File: config.mk
export PLATFORM = sky130hd
export DESIGN_NAME = pm_counter_bank
export DESIGN_NICKNAME = d
export VERILOG_FILES = /design/src/rtl/pm_pkg.sv /design/src/rtl/pm_edge_det.sv /design/src/rtl/pm_wrap_counter.sv /design/src/rtl/pm_event_flag.sv /design/src/rtl/pm_counter_bank.sv
export SDC_FILE = /design/constraint.sdc
export NUM_CORES = 1
export LEC_CHECK = 0
export BUFFER_PORTS_ARGS = -buffer_cell sky130_fd_sc_hd__buf_2
export CAP_MARGIN = 20
export CORE_UTILIZATION = 45
export CTS_CLUSTER_SIZE = 8
export DETAILED_ROUTE_END_ITERATION = 8
export GPL_TIMING_DRIVEN = 0
export PLACE_DENSITY = 0.74
export SLEW_MARGIN = 5
export SYNTH_ARGS = -nofsm -noshare
export SYNTH_HDL_FRONTEND = slang
export SYNTH_SLANG_ARGS = --single-unit
File: constraint.sdc
create_clock -name clk -period 1.5 [get_ports clk]
set_clock_uncertainty 0.1 [all_clocks]
set_input_delay 0.075 -clock clk [delete_from_list [all_inputs] [get_ports clk]]
set_output_delay 0.075 -clock clk [all_outputs]
set_load 0.03 [all_outputs]
File: src/rtl/pm_pkg.sv
// Package: control word and status byte bit positions shared by the counter bank.
// Assumes an 8-bit control word and an 8-bit status byte.
package pm_pkg;
    localparam int CTRL_W      = 8;
    localparam int STAT_W      = 8;
    localparam int IRQ_EN_BIT  = 0;
    localparam int CLR_BPV_BIT = 4;
    localparam int CLR_CRC_BIT = 5;
    localparam int CLR_FE_BIT  = 6;
    localparam int CLR_SEF_BIT = 7;
    localparam int ST_AIS      = 0;
    localparam int ST_BPV_SAT  = 1;
    localparam int ST_CRC_SAT  = 2;
    localparam int ST_FE_SAT   = 3;
    localparam int ST_SEF_EVT  = 4;
    localparam int ST_EXT_LO   = 5;
endpackage

File: src/rtl/pm_edge_det.sv
// Module: per-bit change and falling-edge detector against a registered copy.
// Assumes inputs are synchronous to clk. Outputs stay low until one sample
// has been taken after reset, so reset-time values never produce an event.
module pm_edge_det #(
    parameter int W = 1
) (
    input  logic         clk,
    input  logic         rst_n,
    input  logic [W-1:0] din,
    output logic [W-1:0] toggle,
    output logic [W-1:0] fall
);
    logic [W-1:0] prev_q;
    logic         armed_q;

    // Keep the previous sample and note that a valid sample exists.
    always_ff @(posedge clk) begin
        if (!rst_n) begin
            prev_q  <= '0;
            armed_q <= 1'b0;
        end else begin
            prev_q  <= din;
            armed_q <= 1'b1;
        end
    end

    // Compare the current value against the stored sample.
    always_comb begin
        toggle = armed_q ? (din ^ prev_q) : '0;
        fall   = armed_q ? (prev_q & ~din) : '0;
    end
endmodule

File: src/rtl/pm_wrap_counter.sv
// Module: wrapping up-counter with a sticky saturation flag.
// Assumes inc and clr are single-cycle qualified events. A clear overrides an
// increment in the same cycle.
module pm_wrap_counter #(
    parameter int W = 8
) (
    input  logic         clk,
    input  logic         rst_n,
    input  logic         inc,
    input  logic         clr,
    output logic [W-1:0] count,
    output logic         sat
);
    localparam logic [W-1:0] MAX_VAL = {W{1'b1}};

    // Advance, wrap and latch saturation; a clear takes priority.
    always_ff @(posedge clk) begin
        if (!rst_n) begin
            count <= '0;
            sat   <= 1'b0;
        end else if (clr) begin
            count <= '0;
            sat   <= 1'b0;
        end else if (inc) begin
            count <= count + 1'b1;
            if (count == MAX_VAL) begin
                sat <= 1'b1;
            end
        end
    end
endmodule

File: src/rtl/pm_event_flag.sv
// Module: sticky event flag with an edge clear and a level hold-clear.
// Assumes set and clr are single-cycle events. hold_clr is a level. Any clear
// overrides a set in the same cycle.
module pm_event_flag (
    input  logic clk,
    input  logic rst_n,
    input  logic set,
    input  logic clr,
    input  logic hold_clr,
    output logic flag
);
    // Latch on set; drop on a clear edge or while held clear.
    always_ff @(posedge clk) begin
        if (!rst_n) begin
            flag <= 1'b0;
        end else if (clr || hold_clr) begin
            flag <= 1'b0;
        end else if (set) begin
            flag <= 1'b1;
        end
    end
endmodule

File: src/rtl/pm_counter_bank.sv
// Module: T1 performance monitor counter bank with sticky status flags.
// The CRC tally and the event flag count changes of external counter low bits.
// The violation and framing tallies count one-cycle pulses. Control bits 7..4
// clear on their falling edge. Control bit 0 low holds the event flag clear.
// Assumes all inputs are synchronous to clk.
module pm_counter_bank
    import pm_pkg::*;
#(
    parameter int CRC_W = 8,
    parameter int BPV_W = 8,
    parameter int FE_W  = 4,
    parameter int EXT_W = 3
) (
    input  logic              clk,
    input  logic              rst_n,
    input  logic              crc_lsb_in,
    input  logic              sef_lsb_in,
    input  logic              bpv_pulse,
    input  logic              fe_pulse,
    input  logic [CTRL_W-1:0] ctrl_word,
    input  logic              esf_mode,
    input  logic              ais_in,
    input  logic [EXT_W-1:0]  ext_stat,
    output logic [CRC_W-1:0]  crc_count,
    output logic [BPV_W-1:0]  bpv_count,
    output logic [FE_W-1:0]   fe_count,
    output logic [STAT_W-1:0] status,
    output logic              crc_valid
);
    localparam int N_TOG = 2;
    localparam int N_CLR = 4;

    logic [N_TOG-1:0] tog_in, tog_evt, tog_fall_nc;
    logic [N_CLR-1:0] clr_in, clr_tog_nc, clr_fall;
    logic             crc_sat, bpv_sat, fe_sat, sef_flag;
    logic             ctrl_unused;
    logic             tog_unused;

    assign tog_in      = {sef_lsb_in, crc_lsb_in};
    assign clr_in      = ctrl_word[CLR_SEF_BIT:CLR_BPV_BIT];
    assign ctrl_unused = ^ctrl_word[CLR_BPV_BIT-1:IRQ_EN_BIT+1];
    assign tog_unused  = ^{tog_fall_nc, clr_tog_nc};

    pm_edge_det #(.W(N_TOG)) u_tog_det (
        .clk(clk), .rst_n(rst_n), .din(tog_in),
        .toggle(tog_evt), .fall(tog_fall_nc)
    );

    pm_edge_det #(.W(N_CLR)) u_clr_det (
        .clk(clk), .rst_n(rst_n), .din(clr_in),
        .toggle(clr_tog_nc), .fall(clr_fall)
    );

    pm_wrap_counter #(.W(CRC_W)) u_crc_cnt (
        .clk(clk), .rst_n(rst_n), .inc(tog_evt[0]),
        .clr(clr_fall[CLR_CRC_BIT-CLR_BPV_BIT]),
        .count(crc_count), .sat(crc_sat)
    );

    pm_wrap_counter #(.W(BPV_W)) u_bpv_cnt (
        .clk(clk), .rst_n(rst_n), .inc(bpv_pulse),
        .clr(clr_fall[0]),
        .count(bpv_count), .sat(bpv_sat)
    );

    pm_wrap_counter #(.W(FE_W)) u_fe_cnt (
        .clk(clk), .rst_n(rst_n), .inc(fe_pulse),
        .clr(clr_fall[CLR_FE_BIT-CLR_BPV_BIT]),
        .count(fe_count), .sat(fe_sat)
    );

    pm_event_flag u_sef_flag (
        .clk(clk), .rst_n(rst_n), .set(tog_evt[1]),
        .clr(clr_fall[CLR_SEF_BIT-CLR_BPV_BIT]),
        .hold_clr(!ctrl_word[IRQ_EN_BIT]),
        .flag(sef_flag)
    );

    // Assemble the status byte from flags and pass-through alarms.
    always_comb begin
        status                           = '0;
        status[ST_AIS]                   = ais_in;
        status[ST_BPV_SAT]               = bpv_sat;
        status[ST_CRC_SAT]               = crc_sat;
        status[ST_FE_SAT]                = fe_sat;
        status[ST_SEF_EVT]               = sef_flag;
        status[ST_EXT_LO +: EXT_W]       = ext_stat;
    end

    assign crc_valid = esf_mode;
endmodule

Yosys cells after proc, flatten, opt, wreduce, memory -nomap -nowiden
Cells that the tools add are included.

$add $sub $neg: 3. Equality and inequality tests: 3. Mux-type cells: 3. Bitwise gates (word level): 4. Reduce and logical (&&, ||, !) cells: 9.

Operators by type and width (number): adder 8 x 1 -> 8 bit (second input constant) (2); equality test 8 bit (second input constant) (2); OR reduction 2 bit (4); AND reduction 2 bit (3); adder 4 x 1 -> 4 bit (second input constant) (1); bitwise AND 4 bit (1); equality test 4 bit (second input constant) (1); two-way mux 4 bit (1); NOT 4 bit (1); two-way mux 2 bit (1); XOR 2 bit (1); zero test 1 bit (1); logical OR 1 bit (1); two-way mux 1 bit (1); NOT 1 bit (1).

Bits in registers: 31. Output and inout bits: 29. Logic and storage cells: 32.

Depth between registers and ports, before layout
Gate-level depths: netlist of run 1.

Word-level depth: 5. Depth in mapped cells: 5. Gate-level depth less buffers: 5.

Hierarchy
From an unflattened synthesis of run 1, not the netlist that was laid out.

Cell total of the unflattened synthesis: 158. Area total of the unflattened synthesis: 1490.2 µm².

By module, submodules not included: pm_wrap_counter (u_bpv_cnt ...) (instances 2, cells each 43, area each 387.9 µm², sequential area each 180.2 µm²); pm_edge_det (u_clr_det) (instances 1, cells each 25, area each 252.7 µm², sequential area each 100.1 µm²); pm_wrap_counter (u_fe_cnt) (instances 1, cells each 21, area each 219.0 µm², sequential area each 100.1 µm²); pm_edge_det (u_tog_det) (instances 1, cells each 13, area each 132.6 µm², sequential area each 60.1 µm²); pm_counter_bank (instances 1, cells each 10, area each 71.3 µm², sequential area each 0.0 µm²); pm_event_flag (instances 1, cells each 3, area each 38.8 µm², sequential area each 20.0 µm²).

Least setup slack after synthesis of run 1
OpenSTA, ideal clock, no wires.

Path kind: reg-to-reg. Start point: register u_bpv_cnt.count[0]. End point: register u_bpv_cnt.count[6]. Arrival: 1256 ps. Required time: 1277 ps. Setup slack: 21 ps. Cell stages (with the launch flop): 6. Path buffers: 0. Period minus slack after synthesis: 1479 ps. Path through: dfxtp_1 -> ha_1 -> nand4_1 -> nor2_1 -> xnor2_1 -> nor2_1.

Longest elaborated chain between the ends: 1.

RTL lines: start: declaration (RTL line pm_wrap_counter.sv:11) `output logic [W-1:0] count,`; start signal: assignment (RTL line pm_wrap_counter.sv:25) `count <= count + 1'b1;`; adder 8 x 1 -> 8 bit (RTL line pm_wrap_counter.sv:25).

No other way between the ends. A chain may end at the register's enable or synchronous reset.

Final worst setup path of run 1
Same ends and word-level chain as after synthesis.

==> metrics.md, run 1 <==
| Metric | Value |
|---|---|
| Outcome | `completed` |
| Leak Pwr | `between 0.0007 and 0.0008 µW` |
| Register area | `621 µm²` |
| Worst-case hold path end point | `status[5]` |
| Final ANT Viol Nets | `0` |
| Total track usage | `17.4%` |
| Switching pwr | `401 µW` |
| Cell Chain, Critical Path | `ha_1 -> nand4_1 -> nor2_1 -> xnor2_1 -> nor2_1` |
| Mux cell area share after synthesis | `1.56%` |
| Via-to-Cell Ratio | `4.90` |
| Finish-stage setup viols | `0` |
| Final max-slew violation count | `0` |
| Post-Syn Area | `1290 µm²` |
| Gpl congestion | `about 0.77` |
| CTS tree | `done` |
| Worst slew pin tran | `just under 0.4 ns` |
| Starting DRC count in detailed routing | `28` |
| Fin crit share | `about nine tenths` |
| Min cycle time layout | `1.35 ns` |
| Synth cell types | `24` |
| Final WL | `2.42 mm` |
| Power Dens Cells | `913 nW/µm²` |
| Clock buffer depth | `2` |
| Sequential share of the synthesized area | `48.2%` |
| Post-cts repair resize count | `0` |
| Initial Utilization | `a little under half` |
| Final setup TNS | `0 ns` |
| Worst-path clk slew | `0.09 ns` |
| Critical-path top delay cell | `dfxtp_1` |
| CTS buffer count | `5` |
| Power Internal | `between 1000 and 1500 µW` |
| Worst EP arrival | `1.47 ns` |
| Share of layout cells above drive strength 1 | `29.7%` |
| H-tree levels | `2` |
| Reg2reg end | `u_bpv_cnt.count[6]$_SDFFE_PP0P_` |
| Power share of the combinational group | `13.1%` |
| Synth Area per Inst | `between 9 and 10 µm²` |
| Core ar. | `2730 µm²` |
| Max-cap violations | `0` |
| Post-DP HPWL | `1.76 mm` |
| Post-CTS setup buffer count | `0` |
| Wirelength per Cell | `10.9 µm` |
| Largest net degree at the start of global routing | `11` |
| Synth Area in Compound Gates | `3.40%` |
| Worst-path fanout max | `5` |
| I/O pin cnt | `48` |
| HP Class | `input pin to primary output` |
| Fin nets | `213` |
| CP dominant cell by count | `nor2_1` |
| Die footprint | `between 3000 and 4000 µm²` |
| Overflow after GRT | `0` |
| WHS Path Cells | `2` |
| Initial antenna violation count | `0` |
| Slowest cell delay on critical path | `0.42 ns` |
| Drc violations | `0` |
| First-pass GRT wire length | `4.06 mm` |
| Slew HR | `73.7%` |
| Die Width | `about 55 µm` |
| Synth Area in Adders | `between 2 and 3%` |
| Final hold violations | `0` |
| Setup slack, reg-to-reg | `0.15 ns` |
| Critical Path RT | `1.62 ns` |
| Setup Crit Path Kind | `register to register` |
| Hold Startpoint | `ext_stat[0]` |
| Area grow syn2layout | `29.5%` |
| Clock group share of total power | `29.6%` |
| CP startpoint kind | `register` |
| ANT cells | `0` |
| CTS Sinks | `31` |
| Fin Hold WS | `0.299 ns` |
| Worst Setup End Kind | `register` |
| Synth warn | `0` |
| Sw Ratio | `26.4%` |
| Post-Synth XOR/XNOR Area | `12.9%` |
| Sequential cell fraction of total power | `57.3%` |
| Worst-skew pair later-pin latency | `0.33 ns` |
| Worst r2r src | `u_bpv_cnt.count[0]$_SDFFE_PP0P_` |
| RSZ-0062 raised after global routing | `false` |
| Multi-input logic area | `573 µm²` |
| Main combinational cell family by area after synthesis | `simple AND/OR/NAND/NOR gates` |
| Vias after detailed routing | `roughly 1100` |
| Maximum vdd drop | `roughly 720 µV` |
| Cells after synthesis | `136` |
| Port bufs | `38` |
| Hold-fix buffers at CTS | `10` |
| Number of global-route vias before repair | `999` |
| Filler Cell Count | `250` |
| Fmax | `between 0.7 and 0.8 GHz` |
| Post-Synth Simple-Gate Area | `around a quarter` |
| CTS Root Cell | `clkbuf_4` |
| Std-Cell Rows | `19` |
| Synthesis-stage register bit count | `31` |
| R2R cell count | `5` |
| Pre-antenna DRT Iters | `4` |
| Net count after synthesis | `roughly 160` |
| Die height | `approximately 55 µm` |
[worst max-delay path by stage]
stage                                               start                               to  slack [ns]  cells past startpoint
final                     u_bpv_cnt.count[0]$_SDFFE_PP0P_  u_bpv_cnt.count[6]$_SDFFE_PP0P_        0.15                      5
after global routing      u_bpv_cnt.count[0]$_SDFFE_PP0P_  u_bpv_cnt.count[6]$_SDFFE_PP0P_        0.02                      5
after CTS                 u_bpv_cnt.count[0]$_SDFFE_PP0P_  u_bpv_cnt.count[6]$_SDFFE_PP0P_        0.13                      5
after detailed placement  u_bpv_cnt.count[0]$_SDFFE_PP0P_  u_bpv_cnt.count[6]$_SDFFE_PP0P_        0.17                      5
after global placement    u_bpv_cnt.count[0]$_SDFFE_PP0P_  u_bpv_cnt.count[6]$_SDFFE_PP0P_        0.17                      5
after floorplan           u_bpv_cnt.count[0]$_SDFFE_PP0P_  u_bpv_cnt.count[6]$_SDFFE_PP0P_        0.02                      5
[layer usage]
layer / track usage, % / routed length (µm) / up-vias
met3: 8.20 / 171 / 8
met4: 7.14 / 54 / 0
met1: 17.9 / 1000 / 490
met2: 30.1 / 1190 / 40
li1: - / - / 555
met5: 0 / 0 / -
[sequential cells by signal (all words and copies together), names as in the netlist, 2 cells and up]
signal	cells
u_clr_det.prev_q	4
u_fe_cnt.count	4
u_crc_cnt.count	8
u_bpv_cnt.count	8
u_tog_det.prev_q	2
[cell usage after synthesis]
cell type	number	area, µm²
dfxtp_1	31	621
nor2_1	24	90.1
nand2_1	11	41.3
xor2_1	11	96.3
buf_4	10	75.1
xnor2_1	8	70.1
nand3_1	6	30.0
and2_1	5	31.3
nand3b_1	4	30.0
nand4_1	4	25.0
a21oi_1	3	15.0
ha_1	3	37.5
a41oi_1	2	17.5
and3_1	2	12.5
mux2i_1	2	20.0
nor3_1	2	10.0
a31oi_1	1	6.26
and2_2	1	7.51
and4_1	1	8.76
clkbuf_1	1	3.75
clkbuf_8	1	13.8
nor3b_2	1	12.5
o21ai_0	1	5.00
or3_1	1	6.26
[cells by family after synthesis]
kind of cell,Yosys count
XOR/XNOR,19
flip-flops,31
multiplexers,2
AND/OR/NAND/NOR,62
buffers and inverters,12
AO/OA/AOI/OAI,7
adder cells (fa/ha/maj),3
[metrics by stage]
| step | instance area (µm²) | util (%) | total power, µW | setup WS, ns | instances |
|---|---|---|---|---|---|
| after floorplan | 1290 | - | 1020 | 0.0213 | 136 |
| final | 1670 | 60.9 | 1520 | 0.148 | 223 |
| after global routing | 1670 | 60.9 | 1600 | 0.0191 | 223 |
| after detailed placement | 1520 | 55.4 | 1070 | 0.165 | 205 |
| after global placement | 1520 | 55.4 | 1060 | 0.174 | 205 |
| after CTS | 1670 | 60.9 | 1540 | 0.127 | 223 |
[final cells by class]
class / count / area share [%]
Clock inverter: 1 / 0.301
Multi-Input combinational cell: 93 / 34.4
Tap cell: 31 / 2.33
Timing Repair Buffer: 48 / 17.4
Sequential cell: 31 / 37.3
Buffer: 12 / 5.56
Clock buffer: 7 / 2.70
[worst max-delay path, delay by kind of cell, from the launching register on]
family,cells,cell delay (ns)
flops,1,0.42
fa+ha+maj,1,0.19
xor+xnor,1,0.14
simple gates,3,0.39
[placed cells by master (no fill, tap or decap)]
cell type	n
nor2_1	24
a21oi_1	3
clkbuf_8	1
and3_1	2
dfxtp_1	31
and2_2	1
clkinv_2	1
buf_2	38
nand3b_1	4
and4_1	1
o21ai_0	1
or3_1	1
mux2i_1	2
ha_1	3
nor3b_2	1
a31oi_1	1
nor3_1	2
and2_1	5
a41oi_1	2
buf_4	10
xor2_1	11
xnor2_1	8
clkbuf_4	5
clkbuf_1	3
dlygate4sd3_1	10
nand4_1	4
nand3_1	6
nand2_1	11
[power groups by stage]
stage               Combinational, µW  Clock [µW]  Sequential (µW)
floorplan                        99.6           0              917
global placement                  176           0              888
detailed placement                182           0              891
CTS                               202         466              872
global route                      219         509              876
finish                            200         450              871
Note: power is estimated with default switching activity, not from simulation.
==> run 2: changes to the inputs <==
Settings changed: CELL_PAD_IN_SITES_DETAIL_PLACEMENT from default to 0, CELL_PAD_IN_SITES_GLOBAL_PLACEMENT from default to 1, CORE_UTILIZATION 45 to 31, PLACE_DENSITY 0.74 to default, PLACE_DENSITY_LB_ADDON from default to 0.1.
Clock period 1.5 ns to 1.1 ns, I/O delays scaled along.
==> metrics.md, run 2 (same netlist as run 1, synthesis figures left out) <==
| Metric | Value |
|---|---|
| Gpl congestion | `0.721` |
| Worst EP arrival | `1.04 ns` |
| WP buf/inv | `3` |
| Worst-skew pair later-pin latency | `between 0.2 and 0.3 ns` |
| Std-Cell Rows | `23` |
| Top delay family on crit path | `buffers and inverters` |
| Fin nets | `226` |
| Power Internal | `1750 µW` |
| HP Class | `input pin to register` |
| Final max-slew violation count | `0` |
| ANT cells | `0` |
| CP startpoint kind | `register` |
| Max-cap violations | `0` |
| First-pass GRT wire length | `4.22 mm` |
| Worst-path clk slew | `0.06 ns` |
| CTS buffer count | `5` |
| Vias after detailed routing | `1139` |
| Initial Utilization | `32.2%` |
| Core ar. | `4000 µm²` |
| Final setup TNS | `-0.818 ns` |
| Hold Startpoint | `bpv_pulse` |
| Worst slew pin tran | `0.466 ns` |
| Worst Setup End Kind | `primary output` |
| Slowest cell delay on critical path | `between 0.3 and 0.4 ns` |
| Final hold violations | `0` |
| Switching pwr | `~610 µW` |
| CP dominant cell by count | `buf_4` |
| Commonest non-fill, non-tap cell in the layout | `buf_2` |
| CTS Root Cell | `clkbuf_8` |
| Starting DRC count in detailed routing | `52` |
| Port bufs | `38` |
| Pre-antenna DRT Iters | `4` |
| Worst r2r src | `u_crc_cnt.count[2]$_SDFFE_PP0P_` |
| Worst-path fanout max | `3` |
| Outcome | `finished, violations left` |
| Wirelength per Cell | `between 10 and 15 µm` |
| Sw Ratio | `around 26%` |
| Fin Hold WS | `0.0379 ns` |
| Drc violations | `0` |
| Cell Chain, Critical Path | `buf_4 -> buf_4 -> buf_6` |
| Slew HR | `68.9%` |
| Sequential cell fraction of total power | `50.1%` |
| Initial antenna violation count | `0` |
| CTS tree | `done` |
| I/O pin cnt | `48` |
| Die Width | `66.4 µm` |
| Power Dens Cells | `1150 nW/µm²` |
| Violated checks | `negative setup slack` |
| Final ANT Viol Nets | `0` |
| Clock buffer depth | `2` |
| CTS Sinks | `31` |
| Largest net degree at the start of global routing | `11` |
| Maximum vdd drop | `541 µV` |
| Overflow after GRT | `0` |
| Critical Path RT | `0.94 ns` |
| Leak Pwr | `0.000891 µW` |
| Setup Crit Path Kind | `register to primary output` |
| H-tree levels | `2` |
| RSZ-0062 raised after global routing | `true` |
| Min cycle time layout | `~1.2 ns` |
| Fmax | `between 0.8 and 0.9 GHz` |
| Post-DP HPWL | `1.81 mm` |
| Number of global-route vias before repair | `1058` |
| Finish-stage setup viols | `14` |
| Clock group share of total power | `34.5%` |
| Final WS setup | `-0.0922 ns` |
| Final WL | `~2.7 mm` |
| Share of layout cells above drive strength 1 | `a little over half` |
| Critical path origin | `u_bpv_cnt.count[0]$_SDFFE_PP0P_` |
| Area grow syn2layout | `60.3%` |
| Biggest regs | `u_bpv_cnt.count: 8 flops, u_crc_cnt.count: 8 flops` |
| Total track usage | `approximately an eighth` |
| Via-to-Cell Ratio | `4.48` |
| Fin crit share | `108%` |
| Commonest cells after routing, fill and taps aside | `buf_2 (34), buf_4 (23), nor2_1 (21), dfxtp_4 (12), dfxtp_1 (12)` |
| Critical-path top delay cell | `dfxtp_4` |
| Power share of the combinational group | `15.4%` |
| Die height | `66.4 µm` |
| Die footprint | `between 4000 and 5000 µm²` |
==> run 2: worst min-delay path, delay by kind of cell <==
kind | cells | cell delay (ns)
AND/OR/NAND/NOR | 2 | 0.13
buffers and inverters | 1 | 0.13
XOR/XNOR | 1 | 0.06
==> run 2: final timing paths <==
path         slack [ns]  depth (start not counted)                         endpoint
max               -0.09                          3                     bpv_count[0]
min                0.04                          4  u_bpv_cnt.count[2]$_SDFFE_PP0P_
max reg2reg       -0.09                          4  u_crc_cnt.count[6]$_SDFFE_PP0P_
min reg2reg        0.37                          2     u_sef_flag.flag$_SDFFE_PP0P_
==> run 2: metrics by stage <==
step | std cells | util (%) | instance area [µm²] | worst slack (ns) | total power [µW]
floorplan | 136 | - | 1400 | -0.0989 | 1390
global placement | 224 | 41.4 | 1660 | -0.146 | 1460
detailed placement | 224 | 41.4 | 1660 | -0.162 | 1470
CTS | 247 | 48.6 | 1940 | -0.0926 | 2370
global route | 254 | 51.5 | 2060 | -0.172 | 2490
finish | 254 | 51.5 | 2060 | -0.0922 | 2360
==> run 2: cell type report <==
class,count,area (µm²)
fillers,385,1940
multi-input cells,93,752
plain buffers,11,78.8
repair buffers,62,418
clock buffers,7,76.3
well taps,50,62.6
flip-flops and latches,31,674
==> run 2: power by group through the flow <==
stage          Sequential, µW  Combinational, µW  Clock, µW
2_1_floorplan            1240                146          0
5_1_grt                  1190                396        903
6_report                 1180                364        814
4_1_cts                  1180                335        852
3_5_place_dp             1210                263          0
3_3_place_gp             1200                256          0
==> run 2: repair_timing <==
item | 4_1_cts | 5_1_grt
hold buffers | 9 | 0
pin swaps | 11 | 19
buffers inserted | 7 | 8
hold endpoints to repair | 10 | 0
resized for setup | 16 | 17
setup endpoints to repair | 18 | 26
==> run 2: routing by layer <==
metal / GRT usage, % / share of wire (%) / up-vias
li1: - / - / 575
met1: 13.2 / 44 / 525
met2: 23.5 / 49 / 32
met3: 4.14 / 5.1 / 7
met4: 7.18 / 2.1 / 0
met5: 0 / 0 / -
==> run 3: changes to the inputs <==
Settings changed: CORE_UTILIZATION 31 to 35, SLEW_MARGIN 5 to 40.
Clock period 1.1 ns to 1.2 ns, I/O delays scaled along.
==> metrics.md, run 3 (same netlist as run 1, synthesis figures left out) <==
| Metric | Value |
|---|---|
| Drc violations | `0` |
| Number of global-route vias before repair | `1022` |
| Setup slack, reg-to-reg | `around 0.0044 ns` |
| Commonest non-fill, non-tap cell in the layout | `buf_2` |
| Min cycle time layout | `1.20 ns` |
| Pre-antenna DRT Iters | `4` |
| Die Width | `62.6 µm` |
| Clock group share of total power | `33.6%` |
| Leak Pwr | `0.000813 µW` |
| Worst-path clk slew | `~0.090 ns` |
| Wirelength per Cell | `10.4 µm` |
| HP Class | `input pin to register` |
| Reg2reg end | `u_bpv_cnt.count[6]$_SDFFE_PP0P_` |
| Filler Cell Count | `320` |
| Initial Utilization | `37.7%` |
| Clock buffer depth | `2` |
| Via-to-Cell Ratio | `between 4 and 5` |
| Worst-path fanout max | `5` |
| Critical path origin | `u_bpv_cnt.count[0]$_SDFFE_PP0P_` |
| Worst EP arrival | `1.31 ns` |
| CP startpoint kind | `register` |
| Outcome | `completed` |
| Share of layout cells above drive strength 1 | `between 40% and 50%` |
| Pre-CTS setup slack | `-0.122 ns` |
| Sw Ratio | `25.7%` |
| Final hold violations | `0` |
| Total power | `2050 µW` |
| Power share of the combinational group | `13.6%` |
| Final max-slew violation count | `0` |
| Vias after detailed routing | `1094` |
| RSZ-0062 raised after global routing | `true` |
| H-tree levels | `2` |
| Largest net degree at the start of global routing | `11` |
| Setup Crit Path Kind | `register to register` |
| Std-Cell Rows | `21` |
| Final WS setup | `0.00438 ns` |
| Core ar. | `3420 µm²` |
| Initial antenna violation count | `0` |
| Worst r2r src | `u_bpv_cnt.count[0]$_SDFFE_PP0P_` |
| Total track usage | `between 10% and 20%` |
| Starting DRC count in detailed routing | `32` |
| Sequential cell fraction of total power | `52.8%` |
| Die height | `62.6 µm` |
| Commonest cells after routing, fill and taps aside | `buf_2 (38), nor2_1 (22), dfxtp_1 (16), buf_4 (13)` |
| Power Internal | `1520 µW` |
| Post-DP HPWL | `1.69 mm` |
| Worst-skew pair later-pin latency | `0.33 ns` |
| R2R cell count | `5` |
| Gpl congestion | `0.679` |
| Worst slew pin tran | `0.374 ns` |
| Finish-stage setup viols | `0` |
| Max-cap violations | `0` |
| Switching pwr | `approximately 530 µW` |
| Worst Setup End Kind | `register` |
| Area grow syn2layout | `44.7%` |
| Slew HR | `75.1%` |
| Fmax | `0.836 GHz` |
| First-pass GRT wire length | `4.46 mm` |
| Fin Hold WS | `between 0.1 and 0.15 ns` |
| CTS Root Cell | `clkbuf_4` |
| ANT cells | `0` |
| Fin nets | `217` |
| Maximum vdd drop | `681 µV` |
| CTS Sinks | `31` |
| CTS tree | `done` |
| I/O pin cnt | `48` |
| Final ANT Viol Nets | `0` |
| Fin crit share | `99.6%` |
| Die footprint | `3920 µm²` |
| Power Dens Cells | `about 1100 nW/µm²` |
| CTS buffer count | `5` |
| Critical Path RT | `1.32 ns` |
| Final WL | `2.51 mm` |
| Final setup TNS | `0 ns` |
| Port bufs | `38` |
| Biggest regs | `u_bpv_cnt.count: 8 flops, u_crc_cnt.count: 8 flops` |
| Overflow after GRT | `0` |
| CP endpoint | `u_bpv_cnt.count[6]$_SDFFE_PP0P_` |
-- run 3: how the worst min path moves through the flow --
| stage | startpoint | end | slack, ns | cells after the start |
|---|---|---|---|---|
| 3_3_place_gp | rst_n | u_clr_det.armed_q$_DFF_P_ | 0.08 | 1 |
| 4_1_cts | rst_n | u_sef_flag.flag$_SDFFE_PP0P_ | 0.13 | 4 |
| 5_1_grt | rst_n | u_tog_det.prev_q[1]$_SDFF_PN0_ | 0.18 | 3 |
| 6_report | rst_n | u_sef_flag.flag$_SDFFE_PP0P_ | 0.15 | 4 |
| 2_1_floorplan | rst_n | u_clr_det.armed_q$_DFF_P_ | -0.01 | 0 |
| 3_5_place_dp | rst_n | u_clr_det.armed_q$_DFF_P_ | 0.08 | 1 |
-- run 3: area by class of cell --
class,instances,area [µm²],area share (%)
flip-flops and latches,31,664,35.7
clock buffers,8,68.8,3.70
repair buffers,52,320,17.2
plain buffers,12,97.6,5.24
well taps,46,57.6,3.09
multi-input cells,93,653,35.1
-- run 3: power by group through the flow --
stage | clock, µW | combinational, µW | sequential [µW]
2_1_floorplan | 0 | 126 | 1140
3_3_place_gp | 0 | 226 | 1100
3_5_place_dp | 0 | 228 | 1110
4_1_cts | 718 | 264 | 1080
5_1_grt | 767 | 306 | 1090
6_report | 689 | 280 | 1080
-- run 3: critical path: stages, from the launching register on --
cell,delay (ns)
dfxtp_4,0.39
ha_4,0.13
nand4_1,0.13
nor2_2,0.15
xnor2_1,0.13
nor2_1,0.05
-- run 3: through the flow --
stage               util (%)  area [µm²]  instances
floorplan                  -        1340        136
global placement        46.4        1580        220
detailed placement      46.4        1580        220
CTS                     52.7        1800        240
global route            54.5        1860        242
finish                  54.5        1860        242
-- run 3: timing repair --
item / in CTS / in global routing
hold buffers: 10 / 0
resized for setup: 7 / 13
endpoints found under the hold margin: 14 / 0
endpoints found under the setup margin: 10 / 14
setup buffers: 2 / 2
pin swaps: 7 / 10
-- run 3: per-layer routing --
layer,part of all wire (%),GRT usage (%)
met1,43,16.5
met2,49,24.3
met4,2.5,9.59
met5,0,0
met3,5.3,4.01
